### src/rtl/alu_int_pkg.sv
package alu_int_pkg;

    typedef enum logic [4:0] {
        OP_ADD  = 5'd0,
        OP_ADDU = 5'd1,
        OP_SUB  = 5'd2,
        OP_SUBU = 5'd3,
        OP_AND  = 5'd4,
        OP_OR   = 5'd5,
        OP_XOR  = 5'd6,
        OP_NOR  = 5'd7,
        OP_SLT  = 5'd8,
        OP_SLTU = 5'd9,
        OP_SHL  = 5'd10,
        OP_SHR  = 5'd11,
        OP_SHA  = 5'd12,
        OP_SHLV = 5'd13,
        OP_SHRV = 5'd14,
        OP_SHAV = 5'd15,
        OP_PASB = 5'd16
    } alu_op_e;

    typedef enum logic [1:0] {
        LG_AND = 2'd0,
        LG_OR  = 2'd1,
        LG_XOR = 2'd2,
        LG_NOR = 2'd3
    } logic_fn_e;

    typedef enum logic [2:0] {
        SRC_ZERO  = 3'd0,
        SRC_ARITH = 3'd1,
        SRC_LOGIC = 3'd2,
        SRC_LTS   = 3'd3,
        SRC_LTU   = 3'd4,
        SRC_SHIFT = 3'd5,
        SRC_PASSB = 3'd6
    } res_src_e;

endpackage

### src/rtl/alu_int_addsub.sv
module alu_int_addsub #(
    parameter int WIDTH = 32
) (
    input  logic [WIDTH-1:0] a_i,
    input  logic [WIDTH-1:0] b_i,
    input  logic             sub_i,
    output logic [WIDTH-1:0] sum_o,
    output logic             carry_o,
    output logic             ovf_o,
    output logic             lt_s_o,
    output logic             lt_u_o
);
    logic [WIDTH-1:0] b_eff;
    logic [WIDTH:0]   full;

    assign b_eff = b_i ^ {WIDTH{sub_i}};
    assign full  = {1'b0, a_i} + {1'b0, b_eff} + {{WIDTH{1'b0}}, sub_i};

    assign sum_o   = full[WIDTH-1:0];
    assign carry_o = full[WIDTH];
    // signed overflow: same-sign inputs giving an opposite-sign sum
    assign ovf_o   = (a_i[WIDTH-1] == b_eff[WIDTH-1]) && (sum_o[WIDTH-1] != a_i[WIDTH-1]);
    // true sign of the difference despite wraparound
    assign lt_s_o  = sum_o[WIDTH-1] ^ ovf_o;
    // no carry out of A + ~B + 1 means a borrow
    assign lt_u_o  = ~carry_o;
endmodule

### src/rtl/alu_int_logic.sv
module alu_int_logic
    import alu_int_pkg::*;
#(
    parameter int WIDTH = 32
) (
    input  logic [WIDTH-1:0] a_i,
    input  logic [WIDTH-1:0] b_i,
    input  logic_fn_e        fn_i,
    output logic [WIDTH-1:0] y_o
);
    always_comb begin
        unique case (fn_i)
            LG_AND:  y_o = a_i & b_i;
            LG_OR:   y_o = a_i | b_i;
            LG_XOR:  y_o = a_i ^ b_i;
            LG_NOR:  y_o = ~(a_i | b_i);
            default: y_o = '0;
        endcase
    end
endmodule

### src/rtl/alu_int_shift.sv
module alu_int_shift #(
    parameter int WIDTH = 32,
    parameter int SHW   = $clog2(WIDTH)
) (
    input  logic [WIDTH-1:0] din_i,
    input  logic [SHW-1:0]   amt_i,
    input  logic             left_i,
    input  logic             arith_i,
    output logic [WIDTH-1:0] dout_o
);
    logic [WIDTH-1:0] din_rev;
    logic [WIDTH-1:0] last_rev;
    logic [WIDTH-1:0] stage [SHW+1];
    logic             fill;

    // left shifts reuse the right-shift network on a bit-reversed word
    always_comb begin
        for (int i = 0; i < WIDTH; i++) begin
            din_rev[i]  = din_i[WIDTH-1-i];
            last_rev[i] = stage[SHW][WIDTH-1-i];
        end
    end

    assign fill     = arith_i & ~left_i & din_i[WIDTH-1];
    assign stage[0] = left_i ? din_rev : din_i;

    generate
        for (genvar s = 0; s < SHW; s++) begin : g_stage
            localparam int STEP = 1 << s;
            assign stage[s+1] = amt_i[s]
                ? {{STEP{fill}}, stage[s][WIDTH-1:STEP]}
                : stage[s];
        end
    endgenerate

    assign dout_o = left_i ? last_rev : stage[SHW];
endmodule

### src/rtl/alu_int_core.sv
module alu_int_core
    import alu_int_pkg::*;
#(
    parameter int WIDTH = 32,
    parameter int SHW   = $clog2(WIDTH)
) (
    input  logic [WIDTH-1:0] opnd_a,
    input  logic [WIDTH-1:0] opnd_b,
    input  logic [SHW-1:0]   shamt_i,
    input  logic [4:0]       op_sel,
    output logic [WIDTH-1:0] result_o,
    output logic             zero_o,
    output logic             ovf_o
);
    alu_op_e          op;
    logic             do_sub;
    logic             ovf_en;
    logic_fn_e        lg_fn;
    res_src_e         src;
    logic             sh_left;
    logic             sh_arith;
    logic             sh_var;
    logic [SHW-1:0]   sh_amt;

    logic [WIDTH-1:0] sum;
    logic             carry;
    logic             ovf_raw;
    logic             lt_s;
    logic             lt_u;
    logic [WIDTH-1:0] lg_y;
    logic [WIDTH-1:0] sh_y;

    assign op = alu_op_e'(op_sel);

    // operation decode
    always_comb begin
        do_sub   = 1'b0;
        ovf_en   = 1'b0;
        lg_fn    = LG_AND;
        src      = SRC_ZERO;
        sh_left  = 1'b0;
        sh_arith = 1'b0;
        sh_var   = 1'b0;
        unique case (op)
            OP_ADD:  begin src = SRC_ARITH; ovf_en = 1'b1; end
            OP_ADDU: begin src = SRC_ARITH; end
            OP_SUB:  begin src = SRC_ARITH; do_sub = 1'b1; ovf_en = 1'b1; end
            OP_SUBU: begin src = SRC_ARITH; do_sub = 1'b1; end
            OP_AND:  begin src = SRC_LOGIC; lg_fn = LG_AND; end
            OP_OR:   begin src = SRC_LOGIC; lg_fn = LG_OR;  end
            OP_XOR:  begin src = SRC_LOGIC; lg_fn = LG_XOR; end
            OP_NOR:  begin src = SRC_LOGIC; lg_fn = LG_NOR; end
            OP_SLT:  begin src = SRC_LTS; do_sub = 1'b1; end
            OP_SLTU: begin src = SRC_LTU; do_sub = 1'b1; end
            OP_SHL:  begin src = SRC_SHIFT; sh_left = 1'b1; end
            OP_SHR:  begin src = SRC_SHIFT; end
            OP_SHA:  begin src = SRC_SHIFT; sh_arith = 1'b1; end
            OP_SHLV: begin src = SRC_SHIFT; sh_left = 1'b1; sh_var = 1'b1; end
            OP_SHRV: begin src = SRC_SHIFT; sh_var = 1'b1; end
            OP_SHAV: begin src = SRC_SHIFT; sh_arith = 1'b1; sh_var = 1'b1; end
            OP_PASB: begin src = SRC_PASSB; end
            default: begin src = SRC_ZERO; end
        endcase
    end

    assign sh_amt = sh_var ? opnd_a[SHW-1:0] : shamt_i;

    alu_int_addsub #(.WIDTH(WIDTH)) u_addsub (
        .a_i     (opnd_a),
        .b_i     (opnd_b),
        .sub_i   (do_sub),
        .sum_o   (sum),
        .carry_o (carry),
        .ovf_o   (ovf_raw),
        .lt_s_o  (lt_s),
        .lt_u_o  (lt_u)
    );

    alu_int_logic #(.WIDTH(WIDTH)) u_logic (
        .a_i  (opnd_a),
        .b_i  (opnd_b),
        .fn_i (lg_fn),
        .y_o  (lg_y)
    );

    alu_int_shift #(.WIDTH(WIDTH), .SHW(SHW)) u_shift (
        .din_i   (opnd_b),
        .amt_i   (sh_amt),
        .left_i  (sh_left),
        .arith_i (sh_arith),
        .dout_o  (sh_y)
    );

    // result select
    always_comb begin
        unique case (src)
            SRC_ARITH: result_o = sum;
            SRC_LOGIC: result_o = lg_y;
            SRC_LTS:   result_o = {{(WIDTH-1){1'b0}}, lt_s};
            SRC_LTU:   result_o = {{(WIDTH-1){1'b0}}, lt_u};
            SRC_SHIFT: result_o = sh_y;
            SRC_PASSB: result_o = opnd_b;
            default:   result_o = '0;
        endcase
    end

    assign zero_o = ~|result_o;
    assign ovf_o  = ovf_en & ovf_raw;
endmodule

### config.mk
export PLATFORM = sky130hd
export DESIGN_NAME = alu_int_core
export DESIGN_NICKNAME = d
export VERILOG_FILES = /design/src/rtl/alu_int_pkg.sv /design/src/rtl/alu_int_addsub.sv /design/src/rtl/alu_int_logic.sv /design/src/rtl/alu_int_shift.sv /design/src/rtl/alu_int_core.sv
export SDC_FILE = /design/constraint.sdc
export NUM_CORES = 1
export LEC_CHECK = 0
export ABC_AREA = 0
export BUFFER_PORTS_ARGS = -buffer_cell sky130_fd_sc_hd__buf_2
export CORE_MARGIN = 2
export CORE_UTILIZATION = 33
export DETAILED_ROUTE_END_ITERATION = 10
export PLACE_DENSITY = 0.51
export SYNTH_ARGS = -nofsm -noshare
export SYNTH_HDL_FRONTEND = slang
export SYNTH_SLANG_ARGS = --single-unit
export TNS_END_PERCENT = 5
### constraint.sdc
create_clock -name vclk -period 7.8
set_clock_uncertainty 0.1 [all_clocks]
set_input_delay 0.78 -clock vclk [all_inputs]
set_output_delay 0.78 -clock vclk [all_outputs]
set_load 0.01 [all_outputs]
==> impl_table.tex, run 1 <==
\begin{tabular}{lr}
\hline
Metric & Value \\
\hline
\multicolumn{2}{l}{\textbf{Outcome}} \\
\quad Result of the run & completed \\
\multicolumn{2}{l}{\textbf{Clock tree}} \\
\quad Resized cells post-CTS & 0 \\
\quad Post-CTS setup buffer count & 0 \\
\quad CTS Hold Buffers Added & 0 \\
\multicolumn{2}{l}{\textbf{Finish}} \\
\quad FF+latch area & 0 sq um \\
\quad Fraction of layout cells with a size suffix above 1 & 0.145 \\
\quad Filler cell count in the final layout & around 3000 \\
\quad Diodes inserted & 0 \\
\quad Multi-input combinational cell area & 8230 sq um \\
\quad \# nets final & $\sim$1600 \\
\quad \# clk buffers & 0 \\
\quad Sequential cell count & 0 \\
\quad Signed area change from the synthesized netlist to the final layout & 8.33\% \\
\quad Highest-count cells in the layout ignoring fill and taps & 124 x sky130\_fd\_sc\_hd\_\_nand2\_1, 106 x sky130\_fd\_sc\_hd\_\_nor2\_1, 106 x sky130\_fd\_sc\_hd\_\_buf\_2 \\
\quad Most common cell after layout, fill and taps aside & sky130\_fd\_sc\_hd\_\_nand2\_1 \\
\multicolumn{2}{l}{\textbf{Placed design}} \\
\quad Number of buffers inserted by port buffering & 108 \\
\quad RePlAce Congestion & 0.998 \\
\quad Half-perimeter wire length of the detailed placement result & 38300 um \\
\multicolumn{2}{l}{\textbf{Setup path}} \\
\quad Data arrival time of the worst path & 6370 ps \\
\quad Crit path max-delay cell type & sky130\_fd\_sc\_hd\_\_or4\_1 \\
\quad Largest fanout on the critical path & 14 \\
\quad Kind of critical path & input port to primary output \\
\quad Endpoint kind of the worst setup timing path & primary output \\
\quad Largest incremental delay on the critical path & approximately 570 ps \\
\quad Type of element launching the critical path & input port \\
\quad Worst Path Required & approximately 7000 ps \\
\quad Critical path cell sequence & buf\_2 -> xnor2\_1 -> or3\_2 -> xnor2\_1 -> inv\_1 -> fa\_1 -> nor2b\_1 -> o2111ai\_1 -> a211oi\_1 -> o2111ai\_1 -> a21o\_1 -> a21oi\_1 -> nor3b\_1 -> or4\_1 -> or4\_1 -> nor4\_1 -> and4\_1 -> buf\_2 \\
\multicolumn{2}{l}{\textbf{Timing}} \\
\quad Slew at the pin with the worst max-slew slack & 1060 ps \\
\quad Fin Setup TNS & 0 ps \\
\quad Time the worst path needs with I/O delays and setup & between 7000 and 8000 ps \\
\quad Final cycle utilization of the critical path & 0.929 \\
\quad Final hold violations & 0 \\
\quad RSZ-0062 raised after global routing & false \\
\quad Max Transition Viols Final & 0 \\
\quad Max-slew headroom & 0.295 \\
\quad Worst-case hold slack & 1920 ps \\
\quad Setup violations, final & 0 \\
\quad Highest attainable clock frequency & around 0.14 GHz \\
\multicolumn{2}{l}{\textbf{Global route}} \\
\quad Top Usage Layer GRT & met2 \\
\quad Pin count of the biggest net entering global routing & 72 \\
\quad Grt total ovfl & 0 \\
\quad Met1 usage & 0.447 \\
\quad Wire length of the first global-routing pass & slightly above 70000 um \\
\quad Number of antenna violations at the first check in global routing & 1 \\
\quad Via count of the first global-routing pass & 10700 \\
\quad M3 GR Usage & 0.0421 \\
\quad GRT Total Usage & 0.325 \\
\quad Met2 capacity usage during global routing & 0.518 \\
\multicolumn{2}{l}{\textbf{Logic synthesis}} \\
\quad Main combinational cell family by area after synthesis & compound AO/OA/AOI/OAI gates \\
\quad Post-synthesis cell type count & 93 \\
\quad Post-synthesis instance area & a little over 9000 sq um \\
\quad Mapped Nets & roughly 1500 \\
\quad Post-Syn Instances & 1373 \\
\quad Number of warnings issued by yosys & 0 \\
\quad Synthesized-area fraction occupied by adder cells & 0.137 \\
\quad Xor/xnor cell area share of the yosys netlist & 0.0557 \\
\quad Average cell area after synthesis & 6.64 sq um \\
\quad Simple-gate share of the synthesized area & 0.202 \\
\quad Fraction of the mapped netlist area in compound gates & 0.442 \\
\quad Fraction of the yosys area taken by sequential cells & 0 \\
\quad Post-synthesis mux area share & 0.0615 \\
\multicolumn{2}{l}{\textbf{Drt}} \\
\quad Remaining antenna violation count after routing & 0 \\
\quad Vias per cell & 6.86 \\
\quad Wirelength per Cell & roughly 28 um \\
\quad Final routed DRC violation total & 0 \\
\quad Overall routed net length & around 48000 um \\
\quad Pre-antenna DRT Iters & 7 \\
\quad Initial drt markers & 1844 \\
\quad Number of vias in the routed layout & 11900 \\
\multicolumn{2}{l}{\textbf{Power and ir drop}} \\
\quad Leak pwr & 4.31 nW \\
\quad VDD IR max & 0.0000356 V \\
\quad Pwr dens & 94.1 nW/um\^{}2 \\
\multicolumn{2}{l}{\textbf{Floorplanning}} \\
\quad Die height & between 150 and 200 um \\
\quad Core ar. & 27000 sq um \\
\quad Count of standard-cell rows & 60 \\
\quad Initial core utilization & 0.337 \\
\quad Die ar. & 29000 sq um \\
\quad Boundary pin count & 108 \\
\quad Die extent in x & 170 um \\
\multicolumn{2}{l}{\textbf{Job}} \\
\quad Max Cap Viol & 0 \\
\multicolumn{2}{l}{\textbf{Worst hold path}} \\
\quad Hold Crit Class & input port to primary output \\
\hline
\end{tabular}
[worst paths after layout]
check,from,endpoint,slack [ps],cells past startpoint
max,op_sel[3],zero_o,550,18
min,opnd_a[31],ovf_o,1920,4
[cells in the mapped netlist (all sizes together), types with 40 or more instances]
master / instances / area (sq um)
nand2: 126 / 483
o21ai: 115 / 594
nor2: 109 / 414
ha: 98 / 1230
inv: 90 / 338
a21oi: 80 / 404
clkbuf: 78 / 293
buf: 56 / 299
xnor2: 51 / 447
a211oi: 48 / 365
mux2i: 48 / 493
nand3: 41 / 210
a22oi: 40 / 315
[cell families (layout without fill, tap and decap cells)]
group	after synthesis	in the layout
AOI/OAI and AO/OA	557	557
xor gates and xnor gates	58	58
adders and majority gates	99	99
buffers and inverters	224	242
muxes	54	54
and+or+nand+nor	381	381
[per-stage QoR]
step | setup WS [ps] | util | instances | area [sq um] | power [mW]
global placement | 858 | 0.365 | 1732 | 9870 | 0.899
CTS | 715 | 0.365 | 1732 | 9870 | 0.898
detailed placement | 780 | 0.365 | 1732 | 9870 | 0.894
finish | 551 | 0.365 | 1732 | 9870 | 0.929
global route | 328 | 0.365 | 1732 | 9870 | 0.987
floorplan | 1490 | - | 1373 | 9110 | 0.582
[critical path: cells and delay by family]
family / cells / cell delay [ps]
buf+inv: 3 / 500
compound gates: 5 / 1460
xor+xnor: 2 / 400
fa+ha+maj: 1 / 430
simple gates: 7 / 2780
[routing by layer]
layer | up-vias | share of wire
li1 | 5278 | -
met1 | 5673 | 0.42
met2 | 782 | 0.44
met3 | 147 | 0.094
met4 | 2 | 0.049
met5 | - | 0.00027
[area by class of cell]
class / instances / share of cell area
inverter: 90 / 0.0342
multi-input combinational: 1149 / 0.834
tap: 341 / 0.0432
timing repair buffer: 152 / 0.0887
[power by group]
| part | switching [mW] | internal, mW | total (mW) |
|---|---|---|---|
| registers | 0 | 0 | 0 |
| clock network | 0 | 0 | 0 |
| logic | 0.612 | 0.317 | 0.929 |
No activity file was read; power rests on OpenSTA's default activity.
==> run 2: changes to the inputs <==
- BUFFER_PORTS_ARGS: -buffer_cell sky130_fd_sc_hd__buf_2 -> -buffer_cell sky130_fd_sc_hd__buf_4
==> impl_table.tex, run 2 (synthesis gave the netlist of run 1 again) <==
\begin{tabular}{lr}
\hline
Metric & Value \\
\hline
\multicolumn{2}{l}{\textbf{Floorplanning}} \\
\quad Die ar. & 29000 sq um (unchanged) \\
\quad Die extent in x & 170 um (unchanged) \\
\quad Die height & 170 um (unchanged) \\
\quad Boundary pin count & 108 (unchanged) \\
\quad Core ar. & 27000 sq um (unchanged) \\
\quad Initial core utilization & 0.337 (unchanged) \\
\quad Count of standard-cell rows & 60 (unchanged) \\
\multicolumn{2}{l}{\textbf{Placed design}} \\
\quad Number of buffers inserted by port buffering & 108 (unchanged) \\
\quad RePlAce Congestion & 1.03 (was 0.998) \\
\quad Cells after DPL & 1725 (was 1732) \\
\quad Half-perimeter wire length of the detailed placement result & 39900 um (was 38300 um) \\
\quad Worst slack at placement & 716 ps (was 780 ps) \\
\multicolumn{2}{l}{\textbf{Global route}} \\
\quad Wire length of the first global-routing pass & 74000 um (was 71700 um) \\
\quad Number of antenna violations at the first check in global routing & 1 (unchanged) \\
\quad Pin count of the biggest net entering global routing & 83 (was 72) \\
\quad Grt total ovfl & 0 (unchanged) \\
\quad GRT Total Usage & 0.340 (was 0.325) \\
\quad Via count of the first global-routing pass & 11000 (was 10700) \\
\multicolumn{2}{l}{\textbf{Finish}} \\
\quad FF+latch area & 0 sq um (unchanged) \\
\quad Signed area change from the synthesized netlist to the final layout & 10.7\% (was 8.33\%) \\
\quad Filler cell count in the final layout & 3014 (was 3019) \\
\quad Sequential cell count & 0 (unchanged) \\
\quad Core occupancy in the finished layout & 0.373 (was 0.365) \\
\quad Multi-input combinational cell area & 8230 sq um (unchanged) \\
\quad Diodes inserted & 0 (unchanged) \\
\quad \# clk buffers & 0 (unchanged) \\
\quad Most common cell after layout, fill and taps aside & sky130\_fd\_sc\_hd\_\_buf\_4 (was sky130\_fd\_sc\_hd\_\_nand2\_1) \\
\quad Fraction of layout cells with a size suffix above 1 & 0.140 (was 0.145) \\
\quad Highest-count cells in the layout ignoring fill and taps & 145 x sky130\_fd\_sc\_hd\_\_buf\_4, 124 x sky130\_fd\_sc\_hd\_\_nand2\_1, 106 x sky130\_fd\_sc\_hd\_\_nor2\_1 (was 124 x sky130\_fd\_sc\_hd\_\_nand2\_1, 106 x sky130\_fd\_sc\_hd\_\_nor2\_1, 106 x sky130\_fd\_sc\_hd\_\_buf\_2) \\
\quad Number of standard cells in the layout, taps in and fillers out & 1725 (was 1732) \\
\quad \# nets final & 1559 (was 1566) \\
\multicolumn{2}{l}{\textbf{Timing}} \\
\quad Final hold violations & 0 (unchanged) \\
\quad Max-slew headroom & 0.254 (was 0.295) \\
\quad Slew at the pin with the worst max-slew slack & 1120 ps (was 1060 ps) \\
\quad RSZ-0062 raised after global routing & false (unchanged) \\
\quad Time the worst path needs with I/O delays and setup & 7190 ps (was 7250 ps) \\
\quad Highest attainable clock frequency & 0.139 GHz (was 0.138 GHz) \\
\quad Final cycle utilization of the critical path & 0.922 (was 0.929) \\
\quad Fin Setup TNS & 0 ps (unchanged) \\
\quad Final worst slack & 607 ps (was 551 ps) \\
\quad Max Transition Viols Final & 0 (unchanged) \\
\quad Setup violations, final & 0 (unchanged) \\
\multicolumn{2}{l}{\textbf{Clock tree}} \\
\quad Post-CTS setup buffer count & 0 (unchanged) \\
\quad Resized cells post-CTS & 0 (unchanged) \\
\quad CTS Hold Buffers Added & 0 (unchanged) \\
\multicolumn{2}{l}{\textbf{Setup path}} \\
\quad Crit path max-delay cell type & sky130\_fd\_sc\_hd\_\_or3\_2 (was sky130\_fd\_sc\_hd\_\_or4\_1) \\
\quad Kind of critical path & input port to primary output (unchanged) \\
\quad Largest fanout on the critical path & 14 (unchanged) \\
\quad Largest incremental delay on the critical path & 680 ps (was 570 ps) \\
\quad Data arrival time of the worst path & 6310 ps (was 6370 ps) \\
\quad Endpoint kind of the worst setup timing path & primary output (unchanged) \\
\quad Count of buffering cells on the critical path with inverters included & 3 (unchanged) \\
\quad Type of element launching the critical path & input port (unchanged) \\
\quad Critical path cell sequence & buf\_4 -> xnor2\_1 -> or3\_2 -> xnor2\_1 -> inv\_1 -> fa\_1 -> nor2b\_1 -> o2111ai\_1 -> a2111o\_1 -> a31oi\_1 -> o22ai\_1 -> xor2\_1 -> nor2\_1 -> or4\_1 -> or4\_1 -> nor4\_1 -> and4\_1 -> buf\_4 (was buf\_2 -> xnor2\_1 -> or3\_2 -> xnor2\_1 -> inv\_1 -> fa\_1 -> nor2b\_1 -> o2111ai\_1 -> a211oi\_1 -> o2111ai\_1 -> a21o\_1 -> a21oi\_1 -> nor3b\_1 -> or4\_1 -> or4\_1 -> nor4\_1 -> and4\_1 -> buf\_2) \\
\quad Crit path max-delay family & simple AND/OR/NAND/NOR gates (unchanged) \\
\quad Worst Path Required & 6920 ps (about the same) \\
\multicolumn{2}{l}{\textbf{Power and ir drop}} \\
\quad Pwr dens & 95.5 nW/um\^{}2 (was 94.1 nW/um\^{}2) \\
\quad VDD IR max & 0.0000432 V (was 0.0000356 V) \\
\quad Leak pwr & 4.34 nW (was 4.31 nW) \\
\multicolumn{2}{l}{\textbf{Drt}} \\
\quad Final routed DRC violation total & 0 (unchanged) \\
\quad Overall routed net length & 50300 um (was 48100 um) \\
\quad Wirelength per Cell & 29.1 um (was 27.8 um) \\
\quad Number of vias in the routed layout & 11800 (was 11900) \\
\quad Initial drt markers & 1765 (was 1844) \\
\quad Vias per cell & 6.85 (was 6.86) \\
\quad Remaining antenna violation count after routing & 0 (unchanged) \\
\quad Pre-antenna DRT Iters & 6 (was 7) \\
\multicolumn{2}{l}{\textbf{Worst hold path}} \\
\quad Launch point of the worst hold path & opnd\_a[31] (unchanged) \\
\quad Depth of the worst hold-timing path & 4 (unchanged) \\
\quad Worst Hold Endpoint & ovf\_o (unchanged) \\
\quad Hold Crit Class & input port to primary output (unchanged) \\
\multicolumn{2}{l}{\textbf{Job}} \\
\quad Max Cap Viol & 0 (unchanged) \\
\multicolumn{2}{l}{\textbf{Outcome}} \\
\quad Result of the run & completed (unchanged) \\
\hline
\end{tabular}
-- run 2: changes by cell type in the layout (fill, tap and decap cells not counted) --
cell                    delta
sky130_fd_sc_hd__buf_4    +99
sky130_fd_sc_hd__buf_2   -106
-- run 2: through the flow --
| step | cell area (sq um) | power (mW) | hold WS (ps) |
|---|---|---|---|
| floorplan | 9110 | 0.582 | 1610 |
| detailed placement | 10100 | 0.929 | 1880 |
| global route | 10100 | 1.02 | 1890 |
| global placement | 10100 | 0.935 | 1870 |
| CTS | 10100 | 0.933 | 1880 |
| finish | 10100 | 0.964 | 1870 |
-- run 2: power by group --
group / internal [mW] / switching (mW) / total [mW]
Sequential: 0 / 0 / 0
Clock: 0 / 0 / 0
Combinational: 0.335 / 0.628 / 0.964
Total: 0.335 / 0.628 / 0.964
-- run 2: cell type report --
class / instances / area share
repair buffers: 145 / 0.108
multi-input cells: 1149 / 0.816
inverters: 90 / 0.0335
well taps: 341 / 0.0423
-- run 2: worst max path at each step --
stage	start	to	slack, ps	cells after the start
after floorplan	op_sel[1]	zero_o	1490	21
after global placement	op_sel[3]	zero_o	740	18
after detailed placement	op_sel[3]	zero_o	720	18
after CTS	op_sel[3]	zero_o	680	18
after global routing	op_sel[3]	zero_o	250	18
final	op_sel[3]	zero_o	610	18
-- run 2: per-layer routing --
metal,GRT usage,vias up,share of wire
li1,-,5270,-
met1,0.452,5734,0.42
met2,0.553,688,0.45
met3,0.0551,128,0.084
met4,0.119,0,0.046
met5,0,-,0
==> run 3: changes to the inputs <==
- BUFFER_PORTS_ARGS: -buffer_cell sky130_fd_sc_hd__buf_4 -> unset
- CORE_MARGIN: 2 -> unset
- DONT_BUFFER_PORTS: unset -> 1
- PLACE_DENSITY: 0.51 -> 0.48
==> impl_table.tex, run 3 (synthesis gave the netlist of run 1 again) <==
\begin{tabular}{lr}
\hline
Metric & Value \\
\hline
\multicolumn{2}{l}{\textbf{Global route}} \\
\quad Number of antenna violations at the first check in global routing & 1 (unchanged) \\
\quad Top Usage Layer GRT & met2 (unchanged) \\
\quad Wire length of the first global-routing pass & 69400 um (was 74000 um) \\
\quad M3 GR Usage & 0.0574 (was 0.0551) \\
\quad Met1 usage & 0.424 (was 0.452) \\
\quad Grt total ovfl & 0 (unchanged) \\
\quad Pin count of the biggest net entering global routing & 136 (was 83) \\
\quad Via count of the first global-routing pass & 10300 (was 11000) \\
\quad GRT Total Usage & 0.322 (was 0.340) \\
\quad Met2 capacity usage during global routing & 0.513 (was 0.553) \\
\multicolumn{2}{l}{\textbf{Placed design}} \\
\quad Half-perimeter wire length of the detailed placement result & 36500 um (was 39900 um) \\
\quad Cells after DPL & 1610 (was 1725) \\
\quad Number of buffers inserted by port buffering & 0 (was 108) \\
\quad RePlAce Congestion & 1.05 (was 1.03) \\
\multicolumn{2}{l}{\textbf{Drt}} \\
\quad Overall routed net length & 47000 um (was 50300 um) \\
\quad Pre-antenna DRT Iters & 6 (unchanged) \\
\quad Vias per cell & 7.00 (was 6.85) \\
\quad Wirelength per Cell & 29.2 um (was 29.1 um) \\
\quad Number of vias in the routed layout & 11300 (was 11800) \\
\quad Final routed DRC violation total & 0 (unchanged) \\
\quad Initial drt markers & 1691 (was 1765) \\
\quad Remaining antenna violation count after routing & 0 (unchanged) \\
\multicolumn{2}{l}{\textbf{Timing}} \\
\quad Slew at the pin with the worst max-slew slack & 1290 ps (was 1120 ps) \\
\quad Max Transition Viols Final & 0 (unchanged) \\
\quad Highest attainable clock frequency & 0.139 GHz (about the same) \\
\quad Setup violations, final & 0 (unchanged) \\
\quad Fin Setup TNS & 0 ps (unchanged) \\
\quad RSZ-0062 raised after global routing & false (unchanged) \\
\quad Time the worst path needs with I/O delays and setup & 7220 ps (was 7190 ps) \\
\quad Max-slew headroom & 0.139 (was 0.254) \\
\quad Final hold violations & 0 (unchanged) \\
\quad Final cycle utilization of the critical path & 0.925 (was 0.922) \\
\multicolumn{2}{l}{\textbf{Finish}} \\
\quad \# nets final & 1444 (was 1559) \\
\quad FF+latch area & 0 sq um (unchanged) \\
\quad Most common cell after layout, fill and taps aside & sky130\_fd\_sc\_hd\_\_nand2\_1 (was sky130\_fd\_sc\_hd\_\_buf\_4) \\
\quad \# clk buffers & 0 (unchanged) \\
\quad Diodes inserted & 0 (unchanged) \\
\quad Sequential cell count & 0 (unchanged) \\
\quad Highest-count cells in the layout ignoring fill and taps & 124 x sky130\_fd\_sc\_hd\_\_nand2\_1, 106 x sky130\_fd\_sc\_hd\_\_nor2\_1, 100 x sky130\_fd\_sc\_hd\_\_o21ai\_0 (was 145 x sky130\_fd\_sc\_hd\_\_buf\_4, 124 x sky130\_fd\_sc\_hd\_\_nand2\_1, 106 x sky130\_fd\_sc\_hd\_\_nor2\_1) \\
\quad Core occupancy in the finished layout & 0.341 (was 0.373) \\
\quad Signed area change from the synthesized netlist to the final layout & 1.24\% (was 10.7\%) \\
\quad Number of standard cells in the layout, taps in and fillers out & 1610 (was 1725) \\
\quad Filler cell count in the final layout & 2979 (was 3014) \\
\quad Fraction of layout cells with a size suffix above 1 & 0.0630 (was 0.140) \\
\multicolumn{2}{l}{\textbf{Floorplanning}} \\
\quad Initial core utilization & 0.337 (unchanged) \\
\quad Die height & 168 um (was 170 um) \\
\quad Core ar. & 27000 sq um (unchanged) \\
\quad Boundary pin count & 108 (unchanged) \\
\quad Die extent in x & 168 um (was 170 um) \\
\quad Die ar. & 28300 sq um (was 29000 sq um) \\
\quad Count of standard-cell rows & 60 (unchanged) \\
\multicolumn{2}{l}{\textbf{Setup path}} \\
\quad Data arrival time of the worst path & 6340 ps (was 6310 ps) \\
\quad Largest fanout on the critical path & 135 (was 14) \\
\quad Largest incremental delay on the critical path & 810 ps (was 680 ps) \\
\quad Crit path max-delay family & simple AND/OR/NAND/NOR gates (unchanged) \\
\quad Crit path max-delay cell type & sky130\_fd\_sc\_hd\_\_or3\_2 (unchanged) \\
\quad Endpoint kind of the worst setup timing path & primary output (unchanged) \\
\quad Worst Path Required & 6920 ps (about the same) \\
\quad Type of element launching the critical path & input port (unchanged) \\
\quad Critical path cell sequence & xnor2\_1 -> or3\_2 -> xnor2\_1 -> inv\_1 -> fa\_1 -> nor2b\_1 -> o2111ai\_1 -> a211oi\_1 -> o2111ai\_1 -> a21o\_1 -> a21oi\_1 -> nor3b\_1 -> or4\_1 -> or4\_1 -> nor4\_1 -> buf\_4 -> and4\_1 (was buf\_4 -> xnor2\_1 -> or3\_2 -> xnor2\_1 -> inv\_1 -> fa\_1 -> nor2b\_1 -> o2111ai\_1 -> a2111o\_1 -> a31oi\_1 -> o22ai\_1 -> xor2\_1 -> nor2\_1 -> or4\_1 -> or4\_1 -> nor4\_1 -> and4\_1 -> buf\_4) \\
\quad Kind of critical path & input port to primary output (unchanged) \\
\quad Count of buffering cells on the critical path with inverters included & 2 (was 3) \\
\multicolumn{2}{l}{\textbf{Worst hold path}} \\
\quad Hold Crit Class & input port to primary output (unchanged) \\
\multicolumn{2}{l}{\textbf{Clock tree}} \\
\quad Post-CTS setup buffer count & 0 (unchanged) \\
\quad CTS Hold Buffers Added & 0 (unchanged) \\
\quad Resized cells post-CTS & 0 (unchanged) \\
\multicolumn{2}{l}{\textbf{Power and ir drop}} \\
\quad Leak pwr & 3.78 nW (was 4.34 nW) \\
\quad VDD IR max & 0.0000348 V (was 0.0000432 V) \\
\quad Pwr dens & 87.1 nW/um\^{}2 (was 95.5 nW/um\^{}2) \\
\multicolumn{2}{l}{\textbf{Job}} \\
\quad Max Cap Viol & 0 (unchanged) \\
\multicolumn{2}{l}{\textbf{Outcome}} \\
\quad Result of the run & completed (unchanged) \\
\hline
\end{tabular}
[run 3: changes by cell type in the layout (fill, tap and decap cells not counted), sizes merged]
cell and change:
buf -115
[run 3: final timing paths]
kind                  slack [ps]      to  cells after the start       from
worst max-delay path         580  zero_o                     17  op_sel[1]
worst min-delay path        1640   ovf_o                      1  op_sel[0]
[run 3: through the flow]
| stage | cell area, sq um | hold slack, ps | total power, mW | worst slack, ps |
|---|---|---|---|---|
| floorplan | 9110 | 1610 | 0.582 | 1490 |
| global route | 9230 | 1610 | 0.857 | 427 |
| global placement | 9230 | 1600 | 0.779 | 815 |
| detailed placement | 9230 | 1600 | 0.774 | 742 |
| finish | 9230 | 1640 | 0.804 | 584 |
| CTS | 9230 | 1590 | 0.778 | 695 |
[run 3: layer usage]
metal | up-vias | part of all wire
met5 | - | 0.00043
met4 | 2 | 0.052
met3 | 138 | 0.10
met2 | 730 | 0.44
met1 | 5369 | 0.41
li1 | 5030 | -
[run 3: report_power, final]
part | total (mW) | internal (mW) | switching [mW]
combinational | 0.804 | 0.280 | 0.524
clock | 0 | 0 | 0
sequential | 0 | 0 | 0
total | 0.804 | 0.280 | 0.524
[run 3: area by class of cell]
class | count | area (sq um) | share of cell area
well taps | 341 | 427 | 0.0462
repair buffers | 30 | 225 | 0.0244
inverters | 90 | 338 | 0.0366
multi-input cells | 1149 | 8240 | 0.893
